**config.mk**
```make
export PLATFORM = sky130hd
export DESIGN_NAME = srd_top
export DESIGN_NICKNAME = d
export VERILOG_FILES = /design/src/rtl/srd_pkg.sv /design/src/rtl/srd_rst_sync.sv /design/src/rtl/srd_bank_regs.sv /design/src/rtl/srd_seq.sv /design/src/rtl/srd_top.sv
export SDC_FILE = /design/constraint.sdc
export NUM_CORES = 1
export LEC_CHECK = 0
export CAP_MARGIN = 20
export CORE_ASPECT_RATIO = 0.6
export CORE_UTILIZATION = 35
export CTS_BUF_LIST = sky130_fd_sc_hd__clkbuf_2
export DETAILED_ROUTE_END_ITERATION = 10
export PLACE_DENSITY = 0.61
export REMOVE_ABC_BUFFERS = 1
export SYNTH_ARGS = -nofsm -noshare
export SYNTH_HDL_FRONTEND = slang
export SYNTH_SLANG_ARGS = --single-unit
export TNS_END_PERCENT = 100
```
**constraint.sdc**
```tcl
create_clock -name clk -period 5.86 [get_ports clk]
set_clock_uncertainty 0.15 [all_clocks]
set_input_delay 0.879 -clock clk [delete_from_list [all_inputs] [get_ports clk]]
set_output_delay 0.879 -clock clk [all_outputs]
set_load 0.01 [all_outputs]
```
**src/rtl/srd_pkg.sv**
```systemverilog
package srd_pkg;
  localparam int FLD_W = 5;
  localparam int REG_W = 32;

  typedef enum logic [1:0] {
    ST_IDLE = 2'd0,
    ST_OED  = 2'd1,
    ST_RD   = 2'd2,
    ST_HOLD = 2'd3
  } seq_st_e;
endpackage

```
**src/rtl/srd_rst_sync.sv**
```systemverilog
module srd_rst_sync #(
  parameter int STAGES = 2
) (
  input  logic clk,
  input  logic rst_n,
  output logic rst_s_n
);
  logic [STAGES-1:0] sync_q;

  always_ff @(posedge clk or negedge rst_n) begin
    if (!rst_n) sync_q <= '0;
    else        sync_q <= {sync_q[STAGES-2:0], 1'b1};
  end

  assign rst_s_n = sync_q[STAGES-1];
endmodule

```
**src/rtl/srd_bank_regs.sv**
```systemverilog
module srd_bank_regs
  import srd_pkg::*;
#(
  parameter int NB     = 4,
  parameter int BW     = $clog2(NB),
  parameter int RD_RST = 31,
  parameter int OE_RST = 0
) (
  input  logic                      clk,
  input  logic                      rst_n,
  input  logic                      wr_en,
  input  logic [BW-1:0]             sel_bank,
  input  logic                      sel_rd,
  input  logic [FLD_W-1:0]          wr_fld,
  output logic [FLD_W-1:0]          rd_fld,
  output logic [NB-1:0][FLD_W-1:0]  oed_q,
  output logic [NB-1:0][FLD_W-1:0]  rdd_q
);
  for (genvar b = 0; b < NB; b++) begin : g_bank
    logic hit;
    assign hit = wr_en && (sel_bank == BW'(b));

    always_ff @(posedge clk or negedge rst_n) begin
      if (!rst_n) begin
        oed_q[b] <= FLD_W'(OE_RST);
        rdd_q[b] <= FLD_W'(RD_RST);
      end else begin
        if (hit && !sel_rd) oed_q[b] <= wr_fld;
        if (hit &&  sel_rd) rdd_q[b] <= wr_fld;
      end
    end
  end

  assign rd_fld = sel_rd ? rdd_q[sel_bank] : oed_q[sel_bank];
endmodule

```
**src/rtl/srd_seq.sv**
```systemverilog
module srd_seq
  import srd_pkg::*;
#(
  parameter int NB = 4,
  parameter int BW = $clog2(NB),
  parameter int AW = 16,
  parameter int DW = 32
) (
  input  logic                      clk,
  input  logic                      rst_n,
  input  logic                      go_ok,
  input  logic                      req,
  input  logic [BW-1:0]             req_bank,
  input  logic [AW-1:0]             req_addr,
  input  logic                      req_page,
  input  logic [NB-1:0][FLD_W-1:0]  oed_q,
  input  logic [NB-1:0][FLD_W-1:0]  rdd_q,
  input  logic [DW-1:0]             mem_din,
  output logic                      rdy,
  output logic                      idle,
  output logic                      ack,
  output logic [DW-1:0]             rdata,
  output logic [AW-1:0]             mem_addr,
  output logic [NB-1:0]             mem_cs_n,
  output logic                      mem_oe_n
);
  seq_st_e           st_q, st_d;
  logic [FLD_W-1:0]  cnt_q, cnt_d;
  logic [BW-1:0]     bank_q;
  logic [AW-1:0]     addr_q;
  logic              page_q;
  logic              ack_q;
  logic [DW-1:0]     data_q;
  logic              take, cont_ok, last_rd, load_req;

  assign cont_ok  = (st_q == ST_HOLD) && page_q && req_page &&
                    (req_bank == bank_q) && go_ok;
  assign rdy      = ((st_q == ST_IDLE) && go_ok) || cont_ok;
  assign take     = req && rdy;
  assign last_rd  = (st_q == ST_RD) && (cnt_q == '0);
  assign load_req = take;

  always_comb begin
    st_d  = st_q;
    cnt_d = cnt_q;
    unique case (st_q)
      ST_IDLE: if (take) begin
        if (oed_q[req_bank] == '0) begin
          st_d  = ST_RD;
          cnt_d = rdd_q[req_bank];
        end else begin
          st_d  = ST_OED;
          cnt_d = oed_q[req_bank] - 1'b1;
        end
      end
      ST_OED: begin
        if (cnt_q == '0) begin
          st_d  = ST_RD;
          cnt_d = rdd_q[bank_q];
        end else begin
          cnt_d = cnt_q - 1'b1;
        end
      end
      ST_RD: begin
        if (cnt_q == '0) st_d  = ST_HOLD;
        else             cnt_d = cnt_q - 1'b1;
      end
      ST_HOLD: begin
        if (take) begin
          st_d  = ST_RD;
          cnt_d = '0;
        end else begin
          st_d  = ST_IDLE;
        end
      end
      default: st_d = ST_IDLE;
    endcase
  end

  always_ff @(posedge clk or negedge rst_n) begin
    if (!rst_n) begin
      st_q   <= ST_IDLE;
      cnt_q  <= '0;
      bank_q <= '0;
      addr_q <= '0;
      page_q <= 1'b0;
      ack_q  <= 1'b0;
      data_q <= '0;
    end else begin
      st_q  <= st_d;
      cnt_q <= cnt_d;
      ack_q <= last_rd;
      if (load_req) begin
        bank_q <= req_bank;
        addr_q <= req_addr;
        page_q <= req_page;
      end
      if (last_rd) data_q <= mem_din;
    end
  end

  always_comb begin
    for (int i = 0; i < NB; i++)
      mem_cs_n[i] = !((st_q != ST_IDLE) && (bank_q == BW'(i)));
  end

  assign mem_oe_n = (st_q != ST_RD);
  assign mem_addr = addr_q;
  assign idle     = (st_q == ST_IDLE);
  assign ack      = ack_q;
  assign rdata    = data_q;
endmodule

```
**src/rtl/srd_top.sv**
```systemverilog
module srd_top
  import srd_pkg::*;
#(
  parameter int NB = 4,
  parameter int AW = 16,
  parameter int DW = 32,
  localparam int BW = $clog2(NB)
) (
  input  logic          clk,
  input  logic          rst_n,
  input  logic          ctl_enable,
  input  logic          ctl_lowpwr,
  input  logic          cfg_we,
  input  logic [BW-1:0] cfg_bank,
  input  logic          cfg_sel,
  input  logic [31:0]   cfg_wdata,
  output logic          cfg_ready,
  output logic [31:0]   cfg_rdata,
  input  logic          rd_req,
  input  logic [BW-1:0] rd_bank,
  input  logic [AW-1:0] rd_addr,
  input  logic          rd_page,
  output logic          rd_rdy,
  output logic          rd_ack,
  output logic [DW-1:0] rd_data,
  output logic [AW-1:0] mem_addr,
  output logic [NB-1:0] mem_cs_n,
  output logic          mem_oe_n,
  input  logic [DW-1:0] mem_din
);
  logic                     rst_s_n;
  logic                     seq_idle;
  logic                     go_ok;
  logic [FLD_W-1:0]         fld_rd;
  logic [NB-1:0][FLD_W-1:0] oed_q, rdd_q;

  srd_rst_sync #(.STAGES(2)) u_rst (
    .clk(clk), .rst_n(rst_n), .rst_s_n(rst_s_n)
  );

  // A write has priority over a new read in the same idle cycle.
  assign go_ok     = ctl_enable && !ctl_lowpwr && !cfg_we;
  assign cfg_ready = seq_idle;
  assign cfg_rdata = {{(32-FLD_W){1'b0}}, fld_rd};

  srd_bank_regs #(.NB(NB), .BW(BW)) u_regs (
    .clk(clk), .rst_n(rst_s_n),
    .wr_en(cfg_we && seq_idle), .sel_bank(cfg_bank), .sel_rd(cfg_sel),
    .wr_fld(cfg_wdata[FLD_W-1:0]), .rd_fld(fld_rd),
    .oed_q(oed_q), .rdd_q(rdd_q)
  );

  srd_seq #(.NB(NB), .BW(BW), .AW(AW), .DW(DW)) u_seq (
    .clk(clk), .rst_n(rst_s_n), .go_ok(go_ok),
    .req(rd_req), .req_bank(rd_bank), .req_addr(rd_addr), .req_page(rd_page),
    .oed_q(oed_q), .rdd_q(rdd_q), .mem_din(mem_din),
    .rdy(rd_rdy), .idle(seq_idle), .ack(rd_ack), .rdata(rd_data),
    .mem_addr(mem_addr), .mem_cs_n(mem_cs_n), .mem_oe_n(mem_oe_n)
  );
endmodule

```
==> results.md, run 1 <==
* Status: completed
* EDFF count, synth at 0
* Final setup vio count at 0
* Vias at about 3,800
* Synth Instances at 450
* Post-Synth Simple-Gate Area at 13.65%
* Number of synthesized register bits at just over 100
* Vias in the first global route at a little under 4,000
* Endpoints failing hold at 0
* Core ar. at about 15,000 um2
* Post-Synth Adder-Cell Area at less than 1%
* Clock transition at path regs at 0.28 ns
* CTS Buf Count at 9
* DRT iter0 DRCs at approximately 240
* Final Net Count at 661
* Die width at 161.1 um
* XOR/XNOR Fraction of Synth Area at less than 1%
* Post-synth top flop: dfrtp_1
* Die area at roughly 16,000 um2
* Antenna violations before repair at 0
* Crit-path max FO at 15
* Fraction of synthesis flops using an asynchronous set or reset pin at 100.0%
* RR Startpoint: u_seq.cnt_q[0]$_DFFE_PN0P_
* Total power at between 0.003 and 0.004 W
* Leak at roughly 2.9 nW
* Register area share after synthesis at about half
* Synth Warn # at 0
* Tmin final at 4.328 ns
* Post-DP Area at ~6600 um2
* CTS tree: yes
* Syn_area_per_cell at between 10 and 15 um2
* Final antenna-violating net count at 0
* Setup TNS at 0 ns
* Worst Path Required at 4.83 ns
* Compound-gate portion of the synthesized area at about 4.1%
* IO buf count at 125
* Worst Path Arrival at between 3 and 4 ns
* WL/cell at approximately 17 um
* Power per Cell Area at between 400 and 500 nW/um2
* Crit start category: input port
* HPWL after detailed placement at between 9000 and 10,000 um
* Crit. End Element: output pin
* # IOs at 180
* Worst vdd ir at 0.2004 mV
* Post-cts resize count at 0
* Total track usage at between 10% and 20%
* Post-synthesis mux area share at between 20 and 30%
* Via/cell ratio at ~5
* Post-CTS Setup Bufs at 0
* Drt pass-1 iters at 4
* Flop2flop setup slack at 3.10 ns
* Fin crit share at 73.86%
* Num rows at 34
* Clk_lat worst skew at around 0.58 ns
* Number of remaining DRC errors at 0
* H-tree depth at 3
* Fin. max-slew vios at 0
* Root Buffer: clkbuf_2
* Die Y-Extent at 97.46 um
* Maximum clock insertion buffer count at 2
* Fmax at between 200 and 250 MHz
* Max-Cap Viols at 0
* P&R area growth vs syn at 26.86%
* Pin count of the biggest net entering global routing at 64
* First-pass GRT wire length at about 22,000 um
* Largest family of logic cells by synthesized area: multiplexers
* Routed WL at between 10,000 and 15,000 um
* Initial core utilization at roughly 36%
* ANT cells at 0
* Fin area at approximately 6700 um2
* Worst Max-Slew Pin Slew at 0.9749 ns
* Setup CP Type: in -> out
* Hold crit path type: reg -> async
* RSZ-0062 raised after global routing: false
* CTS Sinks at about 100
* Post-synth cell types at 58
* Slew margin rel. at between 30% and 40%
* Cts hold-fix bufs at 0
* Layout cell share with drive strength beyond 1 at between 20% and 30%
* Synthesized cell area at between 5000 and 6000 um2
* Critical path launch point: cfg_bank[0]
* GRT overflow at 0
* GP Congestion at around 0.9
==> logic make-up (layout without fill, tap and decap cells) <==
logic type                 after synthesis  in the layout
muxes                                   96             96
buffers and inverters                   59            155
AOI/OAI and AO/OA                       31             31
other                                    2             28
and+or+nand+nor                        156            156
adders and majority gates                2              2
DFF                                    101            101
xor gates and xnor gates                 3              3
==> Yosys cell counts (5+ instances only) <==
library cell  instances  area share (%)
buf_2                10            0.94
buf_4                28             4.0
clkbuf_1              6            0.42
dfrtp_1              81              38
dfstp_2              20             9.9
inv_1                 8            0.56
mux2_2               65              14
mux2i_1               5            0.94
mux4_1                8             4.0
mux4_2               16             6.8
nand2_1             116             8.2
nand3_1               6            0.56
nor2_1                5            0.35
nor2b_1               5            0.59
o21ai_0               5            0.47
o21ai_1               5            0.47
==> metrics by stage <==
stage	worst slack [ns]	util (%)	hold WS [ns]	instances
floorplan	2.723	-	0.1812	427
global placement	1.520	45.00	0.1581	754
detailed placement	1.494	45.00	0.1619	754
CTS	1.484	45.94	0.1786	770
global route	1.393	45.94	0.1481	770
finish	1.532	45.94	0.1578	770
==> critical path, cell delays in order <==
cell,delay (ns)
clkdlybuf4s50_1,1.03
mux4_2,0.61
mux2_2,0.29
clkdlybuf4s50_1,0.48
==> placed cells by master (no fill, tap or decap), types with 4 or more instances in the layout <==
master,count
o21ai_1,5
nor2_1,5
nand2_1,116
mux4_1,8
o21ai_0,5
clkbuf_2,11
conb_1,28
buf_4,4
nand3_1,6
clkdlybuf4s50_1,125
dfrtp_1,80
mux4_2,16
dfstp_2,20
inv_1,8
nor2b_1,5
mux2_2,65
mux2i_1,5
==> path summary, 6_finish.rpt <==
kind,to,cells after the start
worst max-delay path,cfg_rdata[1],4
worst min-delay path,u_seq.rdata[12]$_DFFE_PN0P_,0
min in group clk,u_rst.sync_q[1]$_DFF_PN0_,0
max in group asynchronous,u_seq.bank_q[0]$_DFFE_PN0P_,1
worst min register to register,u_seq.rdata[12]$_DFFE_PN0P_,0
worst max register to register,u_seq.rdata[18]$_DFFE_PN0P_,8
==> where the power goes <==
part	leakage (nW)	switching [W]	internal, W	total (W)
clock	0.0869	0.000242	0.000147	0.000389
sequential	1.15	0.000278	0.00107	0.00134
combinational	1.66	0.000632	0.000876	0.00151
total	2.90	0.00115	0.00209	0.00324
==> flip-flops by register name, indices dropped and copies added (netlist names) <==
name	count
u_seq.rdata	32
u_regs.oed_q	20
u_regs.rdd_q	20
u_seq.mem_addr	16
u_seq.cnt_q	5
u_rst.sync_q	2
u_seq.bank_q	2
u_seq.st_q	2
u_seq.ack	1
u_seq.page_q	1
==> area by class of cell <==
type                       count  area, um2
clock inverter                 5      82.58
sequential                   101       2556
clock buffer                  11      55.05
timing repair buffer         129       1281
multi-input combinational    316       2480
tap                          198      247.7
fill                        1340       7934
inverter                      10      40.04
==> per-layer routing <==
layer | up-vias | global-route usage [%] | wire length, um
met3 | 13 | 4.268 | 667
met1 | 1920 | 26.63 | 6478
li1 | 1756 | - | -
met2 | 110 | 27.62 | 6190
met5 | - | 0 | 0
met4 | 0 | 4.064 | 135
Power figures use the tool's default switching activity.
==> run 2: changes to the inputs <==
--- a/config.mk
+++ b/config.mk
@@ -10,7 +10,7 @@
 export CORE_UTILIZATION = 35
 export CTS_BUF_LIST = sky130_fd_sc_hd__clkbuf_2
 export DETAILED_ROUTE_END_ITERATION = 10
-export PLACE_DENSITY = 0.61
+export PLACE_DENSITY = 0.64
 export REMOVE_ABC_BUFFERS = 1
 export SYNTH_ARGS = -nofsm -noshare
 export SYNTH_HDL_FRONTEND = slang
==> constraint.sdc (replaced) <==
create_clock -name clk -period 3.65 [get_ports clk]
set_clock_uncertainty 0.15 [all_clocks]
set_input_delay 0.5475 -clock clk [delete_from_list [all_inputs] [get_ports clk]]
set_output_delay 0.5475 -clock clk [all_outputs]
set_load 0.01 [all_outputs]
==> run 2 against run 1 <==
Compared with the run above: critical path depth is 2 higher; sequential share of layout area decreased by 0.41 points; utilization grew 0.50 points; clock power is 50% higher; critical path type unchanged; worst hold slack worse by 0.099 ns; wire length shrank 2.7%; critical endpoint is now rd_rdy; cell count rose by 1.0%; final area up 1.1%; non-clock buffer count is 8 higher; power rose by 60%; highest routed layer unchanged.
==> results.md, run 2 (same netlist as run 1, synthesis figures left out) <==
* GRT overflow at 0 (unchanged)
* Pin count of the biggest net entering global routing at 88 (+38%)
* Final std cells w/o fill at 778 (+1.0%)
* Critical path launch point: rd_bank[0]
* Die width at 161.1 um (unchanged)
* Largest stage delay on the critical path at 0.62 ns (-0.41 ns)
* Crit path buf inv count at 2 (unchanged)
* Crit start category: input port
* Clock transition at path regs at 0.28 ns (about the same)
* Most common cell after layout, fill and taps aside: clkdlybuf4s50_1
* Crit-path max FO at 6 (-9)
* CTS Sinks at 101 (unchanged)
* Power per Cell Area at 760.6 nW/um2 (+58%)
* Max FFs per register at 32 (unchanged)
* WL/cell at 16.85 um (-3.7%)
* Initial core utilization at 36.21% (unchanged)
* Antenna violations before repair at 0 (unchanged)
* Fin area at 6817 um2 (+1.1%)
* Most frequent cells in the layout: clkdlybuf4s50_1, nand2_1, dfrtp_1, mux2_2, conb_1
* CTS Buf Count at 9 (unchanged)
* Slowest CP cell: clkdlybuf4s50_1
* DRT iter0 DRCs at 186 (-22%)
* Root Buffer: clkbuf_2
* ANT cells at 0 (unchanged)
* Total track usage at 17.57% (-0.74 points)
* Status: completed
* Maximum clock insertion buffer count at 2 (unchanged)
* Final Net Count at 669 (+1.2%)
* Leak at 2.935 nW (+1.4%)
* Clk_lat worst skew at 0.59 ns (about the same)
* Crit. End Element: output pin
* Setup TNS at 0 ns (unchanged)
* Max-Cap Viols at 0 (unchanged)
* Fin crit share at between 90 and 100%
* Core ar. at 14,680 um2 (unchanged)
* First-pass GRT wire length at 21,250 um (-3.6%)
* Via/cell ratio at 4.882 (-1.1%)
* Vias in the first global route at 3,845 (-0.75%)
* Final setup vio count at 0 (unchanged)
* Endpoints failing hold at 0 (unchanged)
* Flop2flop setup slack at 0.91 ns (-2.19 ns)
* Final antenna-violating net count at 0 (unchanged)
* Post-DP Area at 6650 um2 (+0.68%)
* RR Startpoint: u_seq.cnt_q[0]$_DFFE_PN0P_
* HPWL after detailed placement at 9706 um (-2.5%)
* Crit-path most repeated cell: clkdlybuf4s50_1
* Num rows at 34 (unchanged)
* Hold crit path type: reg -> async
* Slew margin rel. at 33.87% (-1.1 points)
* Placed insts at 760 (+0.80%)
* RSZ-0062 raised after global routing: false
* Vias at 3,798 (-0.026%)
* Setup CP Type: in -> out
* GP Congestion at 0.8387 (-4.0%)
* Number of remaining DRC errors at 0 (unchanged)
* Worst vdd ir at 0.2969 mV (+48%)
* Crit path max-delay family: buffers and inverters
* CTS tree: yes
* Layout cell share with drive strength beyond 1 at 24.14% (+0.89 points)
* Total power at 0.005184 W (+60%)
* Worst Path Arrival at 2.63 ns (-0.67 ns)
* H-tree depth at 3 (unchanged)
* Tmin final at 3.332 ns
* Worst-path cell chain: clkdlybuf4s50_1 -> xnor2_1 -> nand3_1 -> o21ai_1 -> nor4bb_1 -> clkdlybuf4s50_1
* P&R area growth vs syn at 28.25%
* Die Y-Extent at 97.46 um (unchanged)
* Die area at 15,700 um2 (unchanged)
* Worst Max-Slew Pin Slew at 0.9908 ns (+0.01590 ns)
* Worst Path Required at 2.95 ns (-1.88 ns)
* Routed WL at 13,110 um (-2.7%)
* Hold slack at 0.05906 ns (-0.09878 ns)
* # IOs at 180 (unchanged)
* Fin. max-slew vios at 0 (unchanged)
* Drt pass-1 iters at 5 (+1)
* Fmax at approximately 300 MHz
* IO buf count at 125 (unchanged)
==> run 2: worst reg2reg max path: stages (launching register included) <==
cell and delay, ns:
dfrtp_1 0.49, inv_1 0.12, ha_1 0.25, nor4b_4 0.35, nand2_1 0.09, buf_4 0.25, inv_1 0.77, nand2_1 0.15
nand2_1 0.10
==> run 2: worst paths after layout <==
| path | cells after the start | to |
|---|---|---|
| setup / recovery | 6 | rd_rdy |
| hold / removal | 0 | u_seq.rdata[25]$_DFFE_PN0P_ |
| setup reg to reg | 8 | u_seq.rdata[10]$_DFFE_PN0P_ |
| hold reg to reg | 0 | u_seq.rdata[25]$_DFFE_PN0P_ |
| max in group asynchronous | 2 | u_seq.mem_addr[13]$_DFFE_PN0P_ |
| min in group clk | 0 | u_rst.sync_q[1]$_DFF_PN0_ |
==> run 2: power breakdown <==
part / internal (W) / switching, W
sequential: 0.00171 / 0.000412
clock: 0.000177 / 0.000406
combinational: 0.00143 / 0.00105
total: 0.00332 / 0.00187
==> run 2: cell type report <==
cell class                      count  area, um2
Tap cell                          198      247.7
Clock buffer                       10      50.05
Sequential cell                   101       2556
Multi-Input combinational cell    316       2480
Clock inverter                      6      78.83
Timing Repair Buffer              137       1364
Inverter                           10      40.04
Fill cell                        1330       7860
==> run 2: metrics by stage <==
step | setup WS (ns) | util [%]
after global placement | 0.2005 | 45.31
after detailed placement | 0.1442 | 45.31
final | 0.3184 | 46.45
after CTS | 0.2532 | 46.26
after floorplan | 0.5132 | -
after global routing | 0.01511 | 46.45
==> run 2: timing repair <==
item / in CTS / in global routing
hold endpoints to repair: 2 / 0
endpoints found under the setup margin: 0 / 0
setup buffers: 0 / 0
hold buffers: 1 / 0
gates resized for setup: 0 / 0
==> run 2: metal layers <==
layer | vias to the layer above | wire length (um) | track usage, %
met4 | 0 | 145 | 4.427
met1 | 1912 | 6176 | 24.33
met3 | 11 | 607 | 4.524
li1 | 1776 | - | -
met2 | 99 | 6180 | 27.39
met5 | - | 0 | 0
==> run 3: changes to the inputs <==
--- a/config.mk
+++ b/config.mk
@@ -5,12 +5,11 @@
 export SDC_FILE = /design/constraint.sdc
 export NUM_CORES = 1
 export LEC_CHECK = 0
-export CAP_MARGIN = 20
 export CORE_ASPECT_RATIO = 0.6
 export CORE_UTILIZATION = 35
 export CTS_BUF_LIST = sky130_fd_sc_hd__clkbuf_2
 export DETAILED_ROUTE_END_ITERATION = 10
-export PLACE_DENSITY = 0.64
+export PLACE_DENSITY = 0.61
 export REMOVE_ABC_BUFFERS = 1
 export SYNTH_ARGS = -nofsm -noshare
 export SYNTH_HDL_FRONTEND = slang
==> constraint.sdc (replaced) <==
create_clock -name clk -period 3.1 [get_ports clk]
set_clock_uncertainty 0.15 [all_clocks]
set_input_delay 0.465 -clock clk [delete_from_list [all_inputs] [get_ports clk]]
set_output_delay 0.465 -clock clk [all_outputs]
set_load 0.01 [all_outputs]
==> run 3 against run 2 <==
Compared with the run above: non-clock buffer count increased by 4; cell count increased by 0.51%; utilization up 0.085 points; die area unchanged; sequential share of layout area fell by 0.050 points; clock-buffer cell count unchanged; sequential cell count is the same; critical path type unchanged; critical endpoint is now cfg_rdata[3].
==> results.md, run 3 (same netlist as run 1, synthesis figures left out) <==
* Status: completed
* Place WS at -0.1507 ns (-0.2949 ns)
* GRT overflow at 0 (unchanged)
* RR Startpoint: u_regs.oed_q[6]$_DFFE_PN0P_
* Hold Path Origin: mem_din[6]
* # IOs at 180 (unchanged)
* Via/cell ratio at 4.990 (+2.2%)
* Slew margin rel. at 47.81% (+14 points)
* Worst Reg-to-Reg Cells at 8 (unchanged)
* Pin count of the biggest net entering global routing at 59 (-33%)
* Register area at 2557 um2 (about the same)
* Initial core utilization at 36.21% (unchanged)
* Power per Cell Area at 886.3 nW/um2 (+17%)
* Worst hold stages at 3
* FF-to-FF End: u_seq.cnt_q[3]$_DFFE_PN0P_
* # fillers at 1,348 (+1.4%)
* Num rows at 34 (unchanged)
* Worst-path cell chain: clkdlybuf4s50_1 -> buf_12 -> mux4_2 -> mux2_2 -> clkdlybuf4s50_1
* Crit start category: input port
* GP Congestion at 0.8591 (+2.4%)
* IO buf count at 125 (unchanged)
* H-tree depth at 3 (unchanged)
* Tmin final at about 3.0 ns
* Die area at 15,700 um2 (unchanged)
* Clk_lat worst skew at 0.57 ns (-0.02 ns)
* Largest stage delay on the critical path at 0.52 ns (-0.10 ns)
* Worst vdd ir at 0.3364 mV (+13%)
* CTS Sinks at 101 (unchanged)
* Worst Max-Slew Pin Slew at 0.7829 ns (-0.2080 ns)
* RSZ-0062 raised after global routing: false
* Max FFs per register at 32 (unchanged)
* Final setup vio count at 0 (unchanged)
* Final Net Count at 673 (+0.60%)
* Number of remaining DRC errors at 0 (unchanged)
* Post-CTS Setup Bufs at 0 (unchanged)
* WL/cell at 17.24 um (+2.3%)
* P&R area growth vs syn at 28.48%
* Setup CP Type: in -> out
* Flop2flop setup slack at 0.60 ns (-0.31 ns)
* Endpoints failing hold at 0 (unchanged)
* Drt pass-1 iters at 4 (-1)
* HPWL after detailed placement at 10,220 um (+5.3%)
* Core ar. at 14,680 um2 (unchanged)
* Crit-path max FO at 15 (+9)
* Worst Path Required at 2.48 ns (-0.47 ns)
* Vias in the first global route at 3,918 (+1.9%)
* CTS tree: yes
* Total track usage at 17.82% (+0.25 points)
* CTS Buf Count at 9 (unchanged)
* Max-Cap Viols at 0 (unchanged)
* Leak at 2.965 nW (+1.0%)
* Total power at 0.006052 W (+17%)
* Crit. End Element: output pin
* Fin. max-slew vios at 0 (unchanged)
* Die Y-Extent at 97.46 um (unchanged)
* Clock transition at path regs at 0.29 ns (about the same)
* Fmax at approximately 330 MHz
* Setup TNS at 0 ns (unchanged)
* Maximum clock insertion buffer count at 2 (unchanged)
* Vias at 3,902 (+2.7%)
* Most common cell after layout, fill and taps aside: clkdlybuf4s50_1
* Worst Path Arrival at 2.43 ns (-0.20 ns)
* Layout cell share with drive strength beyond 1 at 24.83% (+0.69 points)
* DRT iter0 DRCs at 328 (+76%)
* Final antenna-violating net count at 0 (unchanged)
* First-pass GRT wire length at 21,490 um (+1.1%)
* ANT cells at 0 (unchanged)
* Area of the multi-input gates at 2482 um2 (+0.10%)
* Most frequent cells in the layout: clkdlybuf4s50_1, nand2_1, dfrtp_1, mux2_2, conb_1
* Slowest CP cell: mux4_2
* Final WS setup at 0.05898 ns (-0.2594 ns)
* Fin crit share at between 90 and 100%
* Hold Path End: u_seq.rdata[6]$_DFFE_PN0P_
* Antenna violations before repair at 0 (unchanged)
* Hold crit path type: in -> reg
* Crit-path most repeated cell: clkdlybuf4s50_1
* Root Buffer: clkbuf_2
* Routed WL at 13,480 um (+2.8%)
* Die width at 161.1 um (unchanged)
==> run 3: cell count changes in the layout (fill, tap and decap cells not counted), moves of 2 or more <==
cell and delta:
buf_4 +3, clkdlybuf4s50_1 -3, buf_12 +2, dlymetal6s2s_1 +2
==> run 3: how the worst max path moves through the flow <==
stage	startpoint	endpoint	slack, ns
6_report	cfg_bank[0]	cfg_rdata[3]	0.06
4_1_cts	cfg_bank[0]	cfg_rdata[0]	0.01
2_1_floorplan	u_rst.sync_q[1]$_DFF_PN0_	u_regs.oed_q[0]$_DFFE_PN0P_	-0.04
5_1_grt	cfg_bank[0]	cfg_rdata[3]	0.009
3_5_place_dp	rd_bank[0]	u_seq.cnt_q[1]$_DFFE_PN0P_	-0.15
3_3_place_gp	rd_bank[0]	u_seq.cnt_q[1]$_DFFE_PN0P_	-0.05
==> run 3: routing by layer <==
metal / routed length (um) / track usage, % / up-vias / part of all wire, %
met4: 116 / 3.846 / 0 / 0.86
met5: 0 / 0 / - / 0
met1: 6394 / 26.32 / 1973 / 47
met3: 910 / 4.140 / 11 / 6.8
li1: - / - / 1780 / -
met2: 6056 / 26.43 / 138 / 45
==> run 3: where the power goes <==
part	leakage, nW	switching, W	internal, W
registers	1.15	0.000494	0.00202
clock network	0.0617	0.000462	0.000118
logic	1.76	0.00125	0.00171
==> run 3: area by class of cell <==
cell class	count	area share (%)
Sequential cell	101	37.45
Multi-Input combinational cell	316	36.35
Timing Repair Buffer	141	20.54
Tap cell	198	3.628
Clock buffer	10	0.7329
Clock inverter	6	0.7145
Inverter	10	0.5863
==> run 3: what timing repair did <==
item,in CTS,in global routing
hold endpoints to repair,2,0
setup endpoints to repair,2,2
resized for setup,3,2
gates cloned,0,0
hold buffers,1,0
==> run 3: worst max-delay path: cells and delay by family <==
kind | cells | cell delay (ns)
mux | 2 | 0.80
buf+inv | 3 | 1.15
==> run 3: stage by stage <==
step	utilization, %	hold WS (ns)	instance area [um2]	instances
finish	46.53	0.2272	6829	782
detailed placement	45.74	0.1888	6713	765
global route	46.53	0.1517	6829	782
CTS	46.50	0.1673	6824	782
global placement	45.74	0.1882	6713	765
floorplan	-	0.01941	5072	427
